### src/rtl/vlp_pkg.sv
package vlp_pkg;

  localparam int NOPS_W = 3;
  localparam int DISP_W = 32;

  typedef enum logic [2:0] {
    ST_OP,
    ST_SPEC,
    ST_DISP,
    ST_BR,
    ST_OUT
  } vlp_state_t;

  typedef struct packed {
    logic              legal;
    logic              trap;
    logic [NOPS_W-1:0] nops;
    logic [2:0]        brlen;
  } op_info_t;

endpackage

### src/rtl/vlp_opcode_rom.sv
module vlp_opcode_rom
  import vlp_pkg::*;
(
  input  logic [7:0] op,
  output op_info_t   info
);

  logic [3:0] r;
  logic [3:0] c;

  always_comb begin
    r    = op[7:4];
    c    = op[3:0];
    info = '0;
    case (c)
      4'h0: begin
        if (r <= 4'h4 || r == 4'h6 || r == 4'h7) info.legal = 1'b1;
        else if (r == 4'hC || r == 4'hD) begin info.legal = 1'b1; info.nops = 3'd3; end
        else if (r >= 4'hE) begin info.legal = 1'b1; info.nops = 3'd2; end
      end
      4'h1: begin
        if (r == 4'h7) begin info.legal = 1'b1; info.nops = 3'd1; end
        else if (r != 4'h0 && r != 4'h6) begin info.legal = 1'b1; info.brlen = 3'd1; end
      end
      4'h2: begin
        if (r == 4'h8 || r == 4'h9) begin info.legal = 1'b1; info.nops = 3'd2; end
        else if (r == 4'hC || r == 4'hD) begin info.legal = 1'b1; info.nops = 3'd3; end
      end
      4'h3: begin
        if (r == 4'h1) begin info.legal = 1'b1; info.brlen = 3'd2; end
        else if (r == 4'h2 || r == 4'h3 || r == 4'hC) begin info.legal = 1'b1; info.nops = 3'd2; end
      end
      4'h5: begin
        if (r <= 4'h5) begin info.legal = 1'b1; info.trap = 1'b1; end
      end
      4'h6, 4'h7: begin
        if (r == 4'h7 || r == 4'h8 || r >= 4'hC || (c == 4'h6 ? r == 4'hA : r == 4'h9)) begin
          info.legal = 1'b1;
          info.trap  = 1'b1;
        end else if (r <= 4'h5) begin
          info.legal = 1'b1;
          info.nops  = (r == 4'h4) ? 3'd2 : 3'd1;
        end else if (r == 4'hB || (c == 4'h7 && r == 4'h6)) begin
          info.legal = 1'b1;
        end
      end
      4'h8, 4'hA, 4'hC: begin
        info.legal = 1'b1;
        if (r <= 4'h3 || (r >= 4'h8 && r <= 4'hD)) info.nops = 3'd2 + {2'b00, r[0]};
        else if (r == 4'h4 || r == 4'h5) info.nops = (c == 4'hC) ? 3'd2 + {2'b00, r[0]} : 3'd3;
        else if (r == 4'h6 || r == 4'h7) begin
          if (c == 4'hC) info.nops = 3'd2 + {2'b00, r[0]};
          else info.legal = 1'b0;
        end
        else if (r == 4'hE) info.nops = 3'd2;
        else begin
          if (c == 4'hA) info.legal = 1'b0;
          else if (c == 4'hC) info.nops = 3'd3;
        end
      end
      4'h9, 4'hB, 4'hD: begin
        info.legal = 1'b1;
        info.nops  = 3'd2;
        if ((r >= 4'h4 && r <= 4'h7) || r == 4'hD || r == 4'hF) info.nops = 3'd1;
        if (c == 4'hB && r >= 4'h8 && r <= 4'hB) info.nops = 3'd1;
        if (c == 4'hD && r == 4'hC) info.nops = 3'd1;
      end
      4'hE: begin
        if (r <= 4'h1) begin info.legal = 1'b1; info.nops = 3'd2; info.brlen = 3'd2; end
        else if (r <= 4'h3) begin info.legal = 1'b1; info.nops = 3'd4; end
        else if (r <= 4'h5) begin info.legal = 1'b1; info.nops = 3'd3; end
        else if ((r >= 4'h8 && r <= 4'hB) || r == 4'hF) begin info.legal = 1'b1; info.nops = 3'd2; end
        else if (r == 4'hC) begin info.legal = 1'b1; info.nops = 3'd1; end
      end
      4'hF: begin
        if (r == 4'h2 || r == 4'h3) begin info.legal = 1'b1; info.nops = 3'd3; info.brlen = 3'd2; end
        else if (r == 4'h5) begin info.legal = 1'b1; info.nops = 3'd2; info.brlen = 3'd2; end
        else if (r == 4'h6 || r == 4'h7 || r == 4'hB) begin info.legal = 1'b1; info.nops = 3'd2; end
        else if (r == 4'hC) begin info.legal = 1'b1; info.nops = 3'd1; end
      end
      default: info = '0;
    endcase
  end

endmodule

### src/rtl/vlp_spec_class.sv
module vlp_spec_class (
  input  logic [7:0] spec,
  output logic       is_lit,
  output logic       is_idx,
  output logic       is_reg,
  output logic [2:0] dlen
);

  logic [3:0] mode;

  always_comb begin
    mode   = spec[7:4];
    is_lit = (mode <= 4'h3);
    is_idx = (mode == 4'h4);
    is_reg = (mode == 4'h5);
    case (mode)
      4'hA, 4'hB: dlen = 3'd1;
      4'hC, 4'hD: dlen = 3'd2;
      4'hE, 4'hF: dlen = 3'd4;
      default:    dlen = 3'd0;
    endcase
  end

endmodule

### src/rtl/vlp_disp_acc.sv
module vlp_disp_acc
  import vlp_pkg::*;
(
  input  logic [DISP_W-1:0] acc,
  input  logic [7:0]        data,
  input  logic [1:0]        pos,
  input  logic [2:0]        nbytes,
  output logic [DISP_W-1:0] acc_nxt,
  output logic [DISP_W-1:0] value
);

  always_comb begin
    acc_nxt = acc | (DISP_W'(data) << {pos, 3'b000});
    case (nbytes)
      3'd1:    value = {{(DISP_W-8){acc_nxt[7]}}, acc_nxt[7:0]};
      3'd2:    value = {{(DISP_W-16){acc_nxt[15]}}, acc_nxt[15:0]};
      default: value = acc_nxt;
    endcase
  end

endmodule

### src/rtl/vlp_parser.sv
module vlp_parser
  import vlp_pkg::*;
#(
  parameter int  MAX_OPS  = 4,
  localparam int MAX_SPEC = 2 * MAX_OPS,
  localparam int SLOT_W   = $clog2(MAX_SPEC),
  localparam int CNT_W    = $clog2(MAX_SPEC + 1),
  localparam int LEN_W    = $clog2(MAX_SPEC + 4 * MAX_OPS + 6)
) (
  input  logic                       clk,
  input  logic                       rst,
  input  logic                       in_valid,
  output logic                       in_ready,
  input  logic [7:0]                 in_byte,
  output logic                       out_valid,
  input  logic                       out_ready,
  output logic [7:0]                 out_opcode,
  output logic [NOPS_W-1:0]          out_nops,
  output logic [CNT_W-1:0]           out_nspec,
  output logic [8*MAX_SPEC-1:0]      out_spec,
  output logic [DISP_W*MAX_SPEC-1:0] out_disp,
  output logic [DISP_W-1:0]          out_br_disp,
  output logic [LEN_W-1:0]           out_len,
  output logic                       out_trap,
  output logic                       out_illop,
  output logic                       out_illspec
);

  vlp_state_t        st, fin_st;
  op_info_t          info;
  logic [7:0]        opc_r;
  logic [NOPS_W-1:0] nops_r, ops_left;
  logic [CNT_W-1:0]  idx, nspec_r;
  logic [SLOT_W-1:0] slot;
  logic [LEN_W-1:0]  len_r;
  logic [2:0]        brlen_r, dtot, disp_left;
  logic [1:0]        pos;
  logic [DISP_W-1:0] acc, acc_nxt, dval, br_r;
  logic              need_base, trap_r, illop_r, illspec_r;
  logic              take, bad_base, last_op;
  logic              c_lit, c_idx, c_reg;
  logic [2:0]        c_dlen;
  logic [7:0]        spec_r [MAX_SPEC];
  logic [DISP_W-1:0] disp_r [MAX_SPEC];

  vlp_opcode_rom u_rom (.op(in_byte), .info(info));

  vlp_spec_class u_cls (
    .spec(in_byte), .is_lit(c_lit), .is_idx(c_idx), .is_reg(c_reg), .dlen(c_dlen)
  );

  vlp_disp_acc u_acc (
    .acc(acc), .data(in_byte), .pos(pos), .nbytes(dtot), .acc_nxt(acc_nxt), .value(dval)
  );

  always_comb begin
    in_ready = (st != ST_OUT);
    take     = in_valid && in_ready;
    slot     = idx[SLOT_W-1:0];
    bad_base = need_base && (c_lit || c_idx || c_reg);
    last_op  = (ops_left == NOPS_W'(1));
    if (!last_op)            fin_st = ST_SPEC;
    else if (brlen_r != '0)  fin_st = ST_BR;
    else                     fin_st = ST_OUT;
  end

  always_ff @(posedge clk) begin
    if (rst) begin
      st        <= ST_OP;
      opc_r     <= '0;
      nops_r    <= '0;
      ops_left  <= '0;
      idx       <= '0;
      nspec_r   <= '0;
      len_r     <= '0;
      brlen_r   <= '0;
      dtot      <= '0;
      disp_left <= '0;
      pos       <= '0;
      acc       <= '0;
      br_r      <= '0;
      need_base <= 1'b0;
      trap_r    <= 1'b0;
      illop_r   <= 1'b0;
      illspec_r <= 1'b0;
      for (int k = 0; k < MAX_SPEC; k++) begin
        spec_r[k] <= '0;
        disp_r[k] <= '0;
      end
    end else begin
      case (st)
        ST_OP: if (take) begin
          opc_r     <= in_byte;
          len_r     <= LEN_W'(1);
          idx       <= '0;
          nspec_r   <= '0;
          need_base <= 1'b0;
          trap_r    <= info.trap;
          illop_r   <= !info.legal;
          illspec_r <= 1'b0;
          br_r      <= '0;
          brlen_r   <= info.brlen;
          ops_left  <= info.nops;
          nops_r    <= (info.legal && !info.trap) ? info.nops : '0;
          dtot      <= info.brlen;
          disp_left <= info.brlen;
          pos       <= '0;
          acc       <= '0;
          for (int k = 0; k < MAX_SPEC; k++) begin
            spec_r[k] <= '0;
            disp_r[k] <= '0;
          end
          if (!info.legal || info.trap) st <= ST_OUT;
          else if (info.nops != '0)     st <= ST_SPEC;
          else if (info.brlen != '0)    st <= ST_BR;
          else                          st <= ST_OUT;
        end
        ST_SPEC: if (take) begin
          spec_r[slot] <= in_byte;
          len_r        <= len_r + LEN_W'(1);
          nspec_r      <= idx + CNT_W'(1);
          if (bad_base) begin
            illspec_r <= 1'b1;
            st        <= ST_OUT;
          end else if (c_idx) begin
            need_base <= 1'b1;
            idx       <= idx + CNT_W'(1);
          end else if (c_dlen != '0) begin
            need_base <= 1'b0;
            disp_left <= c_dlen;
            dtot      <= c_dlen;
            pos       <= '0;
            acc       <= '0;
            st        <= ST_DISP;
          end else begin
            need_base <= 1'b0;
            idx       <= idx + CNT_W'(1);
            ops_left  <= ops_left - NOPS_W'(1);
            st        <= fin_st;
            disp_left <= brlen_r;
            dtot      <= brlen_r;
            pos       <= '0;
            acc       <= '0;
          end
        end
        ST_DISP: if (take) begin
          len_r <= len_r + LEN_W'(1);
          if (disp_left == 3'd1) begin
            disp_r[slot] <= dval;
            idx          <= idx + CNT_W'(1);
            ops_left     <= ops_left - NOPS_W'(1);
            st           <= fin_st;
            disp_left    <= brlen_r;
            dtot         <= brlen_r;
            pos          <= '0;
            acc          <= '0;
          end else begin
            acc       <= acc_nxt;
            pos       <= pos + 2'd1;
            disp_left <= disp_left - 3'd1;
          end
        end
        ST_BR: if (take) begin
          len_r <= len_r + LEN_W'(1);
          if (disp_left == 3'd1) begin
            br_r <= dval;
            st   <= ST_OUT;
          end else begin
            acc       <= acc_nxt;
            pos       <= pos + 2'd1;
            disp_left <= disp_left - 3'd1;
          end
        end
        ST_OUT: if (out_ready) st <= ST_OP;
        default: st <= ST_OP;
      endcase
    end
  end

  for (genvar k = 0; k < MAX_SPEC; k++) begin : g_slot
    assign out_spec[8*k +: 8]           = spec_r[k];
    assign out_disp[DISP_W*k +: DISP_W] = disp_r[k];
  end

  assign out_valid   = (st == ST_OUT);
  assign out_opcode  = opc_r;
  assign out_nops    = nops_r;
  assign out_nspec   = nspec_r;
  assign out_br_disp = br_r;
  assign out_len     = len_r;
  assign out_trap    = trap_r;
  assign out_illop   = illop_r;
  assign out_illspec = illspec_r;

endmodule

### config.mk
export PLATFORM = sky130hd
export DESIGN_NAME = vlp_parser
export DESIGN_NICKNAME = d
export VERILOG_FILES = /design/src/rtl/vlp_pkg.sv /design/src/rtl/vlp_opcode_rom.sv /design/src/rtl/vlp_spec_class.sv /design/src/rtl/vlp_disp_acc.sv /design/src/rtl/vlp_parser.sv
export SDC_FILE = /design/constraint.sdc
export NUM_CORES = 1
export LEC_CHECK = 0
export BUFFER_PORTS_ARGS = -buffer_cell sky130_fd_sc_hd__buf_4
export CAP_MARGIN = 20
export CORE_MARGIN = 5
export CORE_UTILIZATION = 50
export DETAILED_ROUTE_END_ITERATION = 10
export PLACE_DENSITY = 0.76
export SETUP_SLACK_MARGIN = 0.3
export SLEW_MARGIN = 20
export SYNTH_ARGS = -nofsm -noshare
export SYNTH_HDL_FRONTEND = slang
export SYNTH_SLANG_ARGS = --single-unit
### constraint.sdc
create_clock -name clk -period 5.7 [get_ports clk]
set_clock_uncertainty 0.05 [all_clocks]
set_input_delay 0.855 -clock clk [delete_from_list [all_inputs] [get_ports clk]]
set_output_delay 0.855 -clock clk [all_outputs]
set_load 0.05 [all_outputs]
* Word-level counts from Yosys, hierarchy flattened
Memories as Yosys holds them, arrays and structs flattened.
Index checks and enable logic that the tools add are counted.
** Storage, ports and cells
- Register bits :: 109
- Latch bits :: 0
- Memory bits (writable) :: 320
- ROM bits :: 0
- Output and inout bits :: 377
- Word-level logic and storage cells :: 359
- Memories :: 2
** Cells by class
- $add $sub $neg :: 6
- $mul :: 0
- Div/mod/pow operators :: 0
- $lt $le $gt $ge :: 11
- Equal/unequal tests :: 54
- Shift operators :: 1
- Multiplexer cells :: 186
- Bitwise operators :: 17
- Reduce and logical (&&, ||, !) cells :: 65
** Memory list
- disp_r :: depth 8, width 32, read ports 8, clocked after memory_dff 0, wr ports 8, line vlp_parser.sv:44 : logic [DISP_W-1:0] disp_r [MAX_SPEC];
- spec_r :: depth 8, width 8, read ports 8, clocked after memory_dff 0, wr ports 8, line vlp_parser.sv:43 : logic [7:0] spec_r [MAX_SPEC];
** Operators with widths (count)
- $mux W32 :: 19
- $mux W3 :: 55
- $pmux W32 S2 :: 2
- $pmux W32 S4 :: 1
- $mux W8 :: 9
- $eq A4 B4 Y1 const B :: 16
- $mux W1 :: 53
- $mux W2 :: 21
- $mux W4 :: 8
- $or A32 B32 Y32 :: 1
- $reduce_or A32 Y1 :: 1
- $shl A8 B5 Y32 :: 1
- $eq A4 B3 Y1 const B :: 7
- $pmux W3 S3 :: 3
- $pmux W3 S9 :: 1
- $pmux W3 S4 :: 2
- $reduce_and A8 Y1 :: 3
- $ne A2 B2 Y1 const B :: 11
- $logic_or A1 B1 Y1 :: 20
- $eq A4 B2 Y1 const B :: 4
- $or A1 B1 Y1 :: 16
- $pmux W3 S5 :: 1
- $reduce_bool A3 Y1 :: 5
- $reduce_and A7 Y1 :: 2
- 38 further kinds :: 78

* Depth between registers and ports, before layout
Gate-level depths: netlist of run 1.
- Depth in word-level cells :: 13
- Depth in mapped cells :: 11

* Cells and area by module
Synthesis of run 1 repeated with hierarchy kept, for this count alone.
** Unflattened totals
- Cells, all modules :: 1458
- Area total of the unflattened synthesis :: 18111.1 µm²
** By module, submodules not included
- vlp_parser :: instances 1, cells each 1231, area each 16624.7 µm², seq. area each 11791.3 µm²
- vlp_opcode_rom :: instances 1, cells each 114, area each 744.5 µm², seq. area each 0.0 µm²
- vlp_disp_acc :: instances 1, cells each 107, area each 683.2 µm², seq. area each 0.0 µm²
- vlp_spec_class :: instances 1, cells each 6, area each 58.8 µm², seq. area each 0.0 µm²

* Least setup slack after synthesis of run 1
Ideal clock, no wire load.
- Kind :: input -> register
- Start point :: in in_valid
- End point :: mem disp_r[6][0] (enable)
- Arrival time :: 2.506 ns
- Required time :: 5.171 ns
- Path slack :: 2.665 ns
- Stages :: 6
- Buffers on the path :: 2
- Cells stage by stage :: nand2b_1 clkbuf_1 nor3_2 nor2_1 clkbuf_1 nand2_1
** RTL lines
- from (decl) :: line vlp_parser.sv:12 : input logic in_valid,
- to (decl) :: line vlp_parser.sv:44

==> results of run 1 <==
cells in the mapped netlist (3+ instances only):
library cell / number / area share (%)
a211oi_1: 6 / 0.27
a21o_1: 4 / 0.18
a21oi_1: 105 / 3.1
a22oi_1: 6 / 0.27
a31oi_1: 24 / 0.89
and2_1: 35 / 1.3
buf_1: 9 / 0.20
buf_2: 22 / 0.65
buf_6: 7 / 0.47
clkbuf_1: 65 / 1.4
dfxtp_1: 108 / 13
edfxtp_1: 320 / 57
ha_1: 6 / 0.44
inv_1: 12 / 0.27
nand2_1: 108 / 2.4
nand2_2: 10 / 0.37
nand2b_1: 22 / 0.81
nand3_1: 26 / 0.77
nand3b_1: 6 / 0.27
nand4_1: 7 / 0.26
nor2_1: 391 / 8.7
nor2b_1: 18 / 0.67
nor3_1: 38 / 1.1
nor3_2: 4 / 0.24
nor4_1: 12 / 0.44
o211ai_1: 3 / 0.13
o21a_1: 17 / 0.75
o21ai_0: 29 / 0.86
o21ai_1: 4 / 0.12
o21ai_2: 5 / 0.26
o22ai_1: 3 / 0.11
o31ai_1: 3 / 0.13
o32ai_1: 3 / 0.16
or3_1: 4 / 0.15
xor2_1: 3 / 0.16
through the flow:
step / worst slack (ns) / hold WS, ns / power [uW]
after detailed placement: 1.821 / 0.4023 / 6105
after global placement: 1.954 / 0.3784 / 6086
final: 2.289 / 0.4090 / 9021
after global routing: 1.991 / 0.4267 / 9293
after CTS: 2.182 / 0.4120 / 9046
after floorplan: 2.665 / 0.3715 / 5338
state kept, by name, indices dropped and copies added, names as in the netlist:
signal and count:
out_nops 3, pos 2, out_trap 1, acc 32
dtot 3, spec_r 64, disp_r 256, out_br_disp 32
out_illspec 1, disp_left 3, brlen_r 2, out_nspec 4
ops_left 3, out_opcode 8, idx 4, out_illop 1
out_len 5, st 3, need_base 1
cell families (layout without fill, tap and decap cells):
family,count (synthesis),in the layout,synth area share [%]
XOR/XNOR,5,5,0.2589
AO/OA/AOI/OAI,225,225,7.936
flip-flops,428,428,69.59
adder cells (fa/ha/maj),7,7,0.5029
AND/OR/NAND/NOR,697,697,18.46
multiplexers,2,2,0.1183
buffers and inverters,118,501,3.136
cell type report:
class / count / area [um2]
timing repair buffer: 408 / 3060
sequential: 428 / 11770
tap: 448 / 560.5
fill: 2525 / 11860
clock buffer: 48 / 1116
multi-input combinational: 936 / 4643
inverter: 13 / 48.80
clock inverter: 32 / 391.6
layer usage:
metal | track usage, % | vias up | share of wire (%)
li1 | - | 5882 | -
met2 | 43.08 | 763 | 49
met1 | 33.07 | 6191 | 37
met4 | 7.969 | 0 | 3.3
met3 | 5.682 | 111 | 11
met5 | 0 | - | 0
where the power goes:
part	switching (uW)	total [uW]	internal [uW]
logic	1710	2190	481
clock network	1220	2980	1760
registers	160	3850	3690
how the worst max path moves through the flow:
stage	end	depth (start not counted)	slack, ns
floorplan	disp_r[6][0]	6	2.67
finish	spec_r[6][2]	4	2.29
global route	disp_r[3][22]	4	1.99
global placement	disp_r[4][23]	7	1.95
CTS	disp_r[3][15]	4	2.18
detailed placement	disp_r[3][4]	5	1.82
critical path, cell delays in order (launching register included):
cell	delay [ns]
dfxtp_1	0.72
nor2b_1	0.33
nand2b_1	0.27
or3_1	0.74
o21ai_0	0.90
==> metrics.md, run 1 <==
| Metric | Value |
|---|---|
| Number of diodes | 0 |
| Leakage power | between 0.008 and 0.009 uW |
| CP Data Required Time | between 5 and 6 ns |
| Post-Place Cells | 2232 |
| Rel. slew slack | 25.42% |
| Distinct cells, synth | 66 |
| Worst Setup SP | st[0] |
| Die width | between 150 and 200 um |
| CTS tree | yes |
| GRT Total Usage | roughly a quarter |
| Most frequent cells in the layout | buf_4, nor2_1, edfxtp_1, dfxtp_1, a21oi_1 |
| Worst Hold Class | reg -> reg |
| Layout area overhead | 27.64% |
| Site row count | 67 |
| Count of input and output buffers | 388 |
| CP Capture Type | register |
| DR vias/cell | 5.597 |
| Die Ht | 193.9 um |
| Top_reg_cell synth | edfxtp_1 |
| Largest net degree at the start of global routing | between 70 and 80 |
| Starting density of the core | between 50% and 60% |
| Maximum vdd drop | 255.7 uV |
| Root Buffer | clkbuf_16 |
| Seq/Total Area, Yosys | 69.59% |
| DR WL/cell | roughly 22 um |
| Number of I/O pins | just under 400 |
| Pwr Density | 417.8 nW/um2 |
| Status | finished, final reports clean |
| Flops & latches, synth | between 400 and 500 |
| # hold bufs at CTS | 0 |
| Worst Hold End | out_opcode[7] |
| Placer Congestion | 0.8956 |
| Most common cell after layout, fill and taps aside | buf_4 |
| Finished Cell Area | 21590 um2 |
| Fin nets | between 1500 and 2000 |
| Total CTS buffers | between 40 and 50 |
| Core Area | 33450 um2 |
| Fin crit share | 59.84% |
| Final core utilization | between 60% and 70% |
| Slew Limit Fails | 0 |
| Reg2Reg Setup Slack | around 2.3 ns |
| Initial antenna violation count | 0 |
| Post-route insts no fill | 2313 |
| Reg2Reg Capture Point | spec_r[6][2] |
| # Post-CTS Setup Buffers | 0 |
| Worst Max-Slew Pin Slew | 1.119 ns |
| First-pass GRT wire length | 74.82 mm |
| Drt initial violations | 1279 |
| Clock sink count | about 430 |
| Clock transition at path regs | roughly 0.060 ns |
| Final setup violation count | 0 |
| Worst-Skew Late Latency | 0.54 ns |
| Hold Crit Start | out_opcode[7] |
| H-Tree Depth | 2 |
| Fmax | 293.2 MHz |
| Ys Warns | 0 |
| Resize count post-CTS | 0 |
| Final Hold Viols | 0 |
| Number of max-cap violations | 0 |
| Placed cell areas | approximately 20000 um2 |
| Grt total ovfl | 0 |
| Mapped Cells | 1482 |
| DRT antenna net count | 0 |
| Area of the die | between 30000 and 40000 um2 |
| Synthesized area per cell | 11.41 um2 |
| Syn nets | 1500 |
| CP Launch Type | register |
| Data arrival, critical path | 3.52 ns |
| Worst r2r src | st[0] |
| Number of synthesized flops with an enable pin | 320 |
| Hold-critical path depth | 2 |
| Routed wire length | 50.40 mm |
| Clock tree buffer depth | 3 |
| R2R depth | 4 |
| Fin Setup TNS | 0 ns |
| Post-route DRC | 0 |
| Critical path type | reg -> reg |
| Post-Syn Area | 16920 um2 |
| Via count | 12950 |
| Tmin final | 3.411 ns |
| RSZ-0062 raised after global routing | no |
| Crit Path Max Fanout | 24 |
| FFs w/ async S/R, synth | 0% |
| Layout cells sized above 1 | 27.88% |
| Final HPWL DP | 33.94 mm |
| Vias in the first global route | 12280 |
| Pre-antenna DRT Iters | 7 |
Power figures use the tool's default switching activity.
==> inputs of run 2 (changes only) <==
--- a/config.mk
+++ b/config.mk
@@ -8,9 +8,9 @@
 export BUFFER_PORTS_ARGS = -buffer_cell sky130_fd_sc_hd__buf_4
 export CAP_MARGIN = 20
 export CORE_MARGIN = 5
-export CORE_UTILIZATION = 50
+export CORE_UTILIZATION = 49
 export DETAILED_ROUTE_END_ITERATION = 10
-export PLACE_DENSITY = 0.76
+export PLACE_DENSITY = 0.77
 export SETUP_SLACK_MARGIN = 0.3
 export SLEW_MARGIN = 20
 export SYNTH_ARGS = -nofsm -noshare
==> constraint.sdc (replaced) <==
create_clock -name clk -period 2.95 [get_ports clk]
set_clock_uncertainty 0.05 [all_clocks]
set_input_delay 0.4425 -clock clk [delete_from_list [all_inputs] [get_ports clk]]
set_output_delay 0.4425 -clock clk [all_outputs]
set_load 0.05 [all_outputs]
==> run 2 against run 1 <==
- sequential cell count stayed put
- critical path depth up 2
- register-to-register slack got worse by 1.9 ns
- sequential share of layout area decreased by 0.75 points
- fmax rose by 34%
- hold slack got worse by 0.19 ns
- via count is 0.96% higher
- core utilization down 0.70 points
- wire length grew 1.9%
- global-route usage grew 0.33 points
- critical path type unchanged
- highest routed layer unchanged
==> metrics.md, run 2 (same netlist as run 1, synthesis figures left out) <==
| Metric | Value |
|---|---|
| Total CTS buffers | 42 (-2.3%) |
| WP buf/inv | 2 (+2) |
| Fillers | 2483 (-1.7%) |
| CP max stage delay | 0.54 ns (-0.36 ns) |
| Number of diodes | 0 (unchanged) |
| Largest net degree at the start of global routing | 65 (-14%) |
| Resize count post-CTS | 2 (+2) |
| Initial antenna violation count | 0 (unchanged) |
| Worst-Skew Late Latency | 0.54 ns (about the same) |
| DR vias/cell | 5.553 (-0.80%) |
| Rel. slew slack | 45.84% (+20 points) |
| Post-route DRC | 0 (unchanged) |
| Hold-critical path depth | 2 (unchanged) |
| Fin nets | 1885 (+2.0%) |
| Reg2Reg Capture Point | spec_r[6][7] |
| Drt initial violations | 1397 (+9.2%) |
| Routed wire length | 51.37 mm (+1.9%) |
| CP Capture Type | register |
| Fmax | 393.7 MHz (+34%) |
| Clock sink count | 428 (unchanged) |
| Critical path type | reg -> reg |
| Crit Path Max Fanout | 18 (-25%) |
| Vias in the first global route | 12480 (+1.6%) |
| Max FFs per register | 256 (unchanged) |
| Leakage power | 0.008782 uW (+2.0%) |
| Area of the die | 38340 um2 (+1.9%) |
| Layout cells sized above 1 | 28.91% (+1.0 points) |
| First-pass GRT wire length | 76.42 mm (+2.1%) |
| Crit path top cell by count | buf_4 |
| Worst r2r src | st[1] |
| Critical path's slowest cell | or3_1 |
| CP Cell Sequence | nor2b_2 > nand2b_1 > or3_1 > buf_4 > o21ai_0 > buf_4 |
| Pwr Density | 787.4 nW/um2 (+88%) |
| RSZ-0062 raised after global routing | no |
| CP Data Required Time | 3.14 ns (-2.66 ns) |
| Number of I/O pins | 389 (unchanged) |
| GRT Total Usage | 25.79% (+0.33 points) |
| Worst slack at placement | 0.2363 ns (-1.585 ns) |
| Most common cell after layout, fill and taps aside | buf_4 |
| Sw power | 5846 uW (+89%) |
| Slew Limit Fails | 0 (unchanged) |
| Root Buffer | clkbuf_16 |
| Tmin final | 2.540 ns (-0.8705 ns) |
| Number of max-cap violations | 0 (unchanged) |
| Largest register by flop count | disp_r |
| Hold Crit Start | rst |
| Die width | 195.8 um (+0.96%) |
| Clock tree buffer depth | 3 (unchanged) |
| Worst Hold End | idx[1] |
| # hold bufs at CTS | 0 (unchanged) |
| # Post-CTS Setup Buffers | 0 (unchanged) |
| Pre-antenna DRT Iters | 6 (-1) |
| Internal power | 11390 uW (+92%) |
| Count of input and output buffers | 388 (unchanged) |
| Core Area | 34290 um2 (+2.5%) |
| DR WL/cell | 21.82 um (+0.16%) |
| Cell family with most CP delay | simple AND/OR/NAND/NOR gates |
| Top flop regs | disp_r x256, spec_r x64 |
| Seq pwr share | 42.9% (+0.2 points) |
| DRT antenna net count | 0 (unchanged) |
| Starting density of the core | 49.34% (-1.2 points) |
| Clock transition at path regs | 0.06 ns (about the same) |
| Status | finished, final reports clean |
| Worst Hold Class | in -> reg |
| Reg2Reg Setup Slack | 0.41 ns (-1.88 ns) |
| CTS tree | yes |
| Total power | 17240 uW (+91%) |
| Worst Setup SP | st[1] |
| Maximum vdd drop | 635.7 uV (+150%) |
| Combinational cell fraction of total power | 25.7% (+1.4 points) |
| Final worst setup slack | 0.4098 ns (-1.880 ns) |
| Clock share of power | 31.5% (-1.5 points) |
| Final Hold Viols | 0 (unchanged) |
| Fin crit share | 86.11% (+26 points) |
| Fin Setup TNS | 0 ns (unchanged) |
| Layout area overhead | 29.42% |
| Most frequent cells in the layout | buf_4, nor2_1, edfxtp_1, dfxtp_1, a21oi_1 |
| Grt total ovfl | 0 (unchanged) |
| Sw Share | 33.91% (-0.41 points) |
| R2R depth | 6 (+2) |
| Final HPWL DP | 34.73 mm (+2.3%) |
| CP Launch Type | register |
| H-Tree Depth | 2 (unchanged) |
| Worst Max-Slew Pin Slew | 0.8069 ns (-0.3117 ns) |
| Via count | 13070 (+0.96%) |
| Final setup violation count | 0 (unchanged) |
| Die Ht | 195.8 um (+0.96%) |
| Site row count | 68 (+1.5%) |
| Placer Congestion | 0.8662 (-3.3%) |
| Data arrival, critical path | 2.73 ns (-0.79 ns) |
==> run 2: changes by cell type in the layout (fill, tap and decap cells not counted), moves of 2 or more <==
cell / delta
buf_12: +7
buf_4: +32
clkbuf_1: +3
clkbuf_16: -2
clkinv_1: +12
clkinv_2: -4
clkinvlp_4: -5
inv_6: -5
nand2_1: -4
nand2_2: +3
nor3_1: -2
nor3_2: +3
==> run 2: through the flow <==
stage	utilization (%)	hold WS, ns	cell area (um2)	cells
3_5_place_dp	59.72	0.3904	20480	2278
4_1_cts	63.80	0.2036	21880	2354
5_1_grt	63.85	0.2145	21890	2354
6_report	63.85	0.2217	21890	2354
2_1_floorplan	-	0.3715	16930	1482
3_3_place_gp	59.72	0.3867	20480	2278
==> run 2: how the worst max path moves through the flow <==
| stage | endpoint | slack [ns] | cells past startpoint |
|---|---|---|---|
| 6_report | spec_r[6][7] | 0.41 | 6 |
| 5_1_grt | disp_r[2][17] | 0.31 | 8 |
| 4_1_cts | spec_r[0][0] | 0.33 | 5 |
| 3_5_place_dp | out_br_disp[17] | 0.24 | 7 |
| 3_3_place_gp | out_br_disp[16] | 0.30 | 7 |
| 2_1_floorplan | disp_r[3][0] | 0.17 | 8 |
==> run 2: area by class of cell <==
| cell class | count | area [um2] | share of cell area (%) |
|---|---|---|---|
| inverters | 13 | 48.80 | 0.2229 |
| clock inverters | 27 | 310.3 | 1.417 |
| well taps | 455 | 569.3 | 2.600 |
| multi-input cells | 936 | 4679 | 21.37 |
| flip-flops and latches | 428 | 11770 | 53.77 |
| repair buffers | 446 | 3436 | 15.69 |
| clock buffers | 49 | 1077 | 4.921 |
==> run 2: power groups by stage <==
stage	registers [uW]	logic (uW)	clock network, uW
floorplan	9290	1020	0
finish	7390	4420	5430
global route	7440	4590	5730
detailed placement	7520	4420	0
CTS	7390	4430	5470
global placement	7510	4370	0
==> run 2: metal layers <==
layer | global-route usage (%) | up-vias | routed length (um)
met5 | 0 | - | 0
met4 | 8.973 | 0 | 1839
met3 | 6.388 | 105 | 5538
met2 | 42.87 | 765 | 25020
met1 | 33.26 | 6269 | 18980
li1 | - | 5932 | -
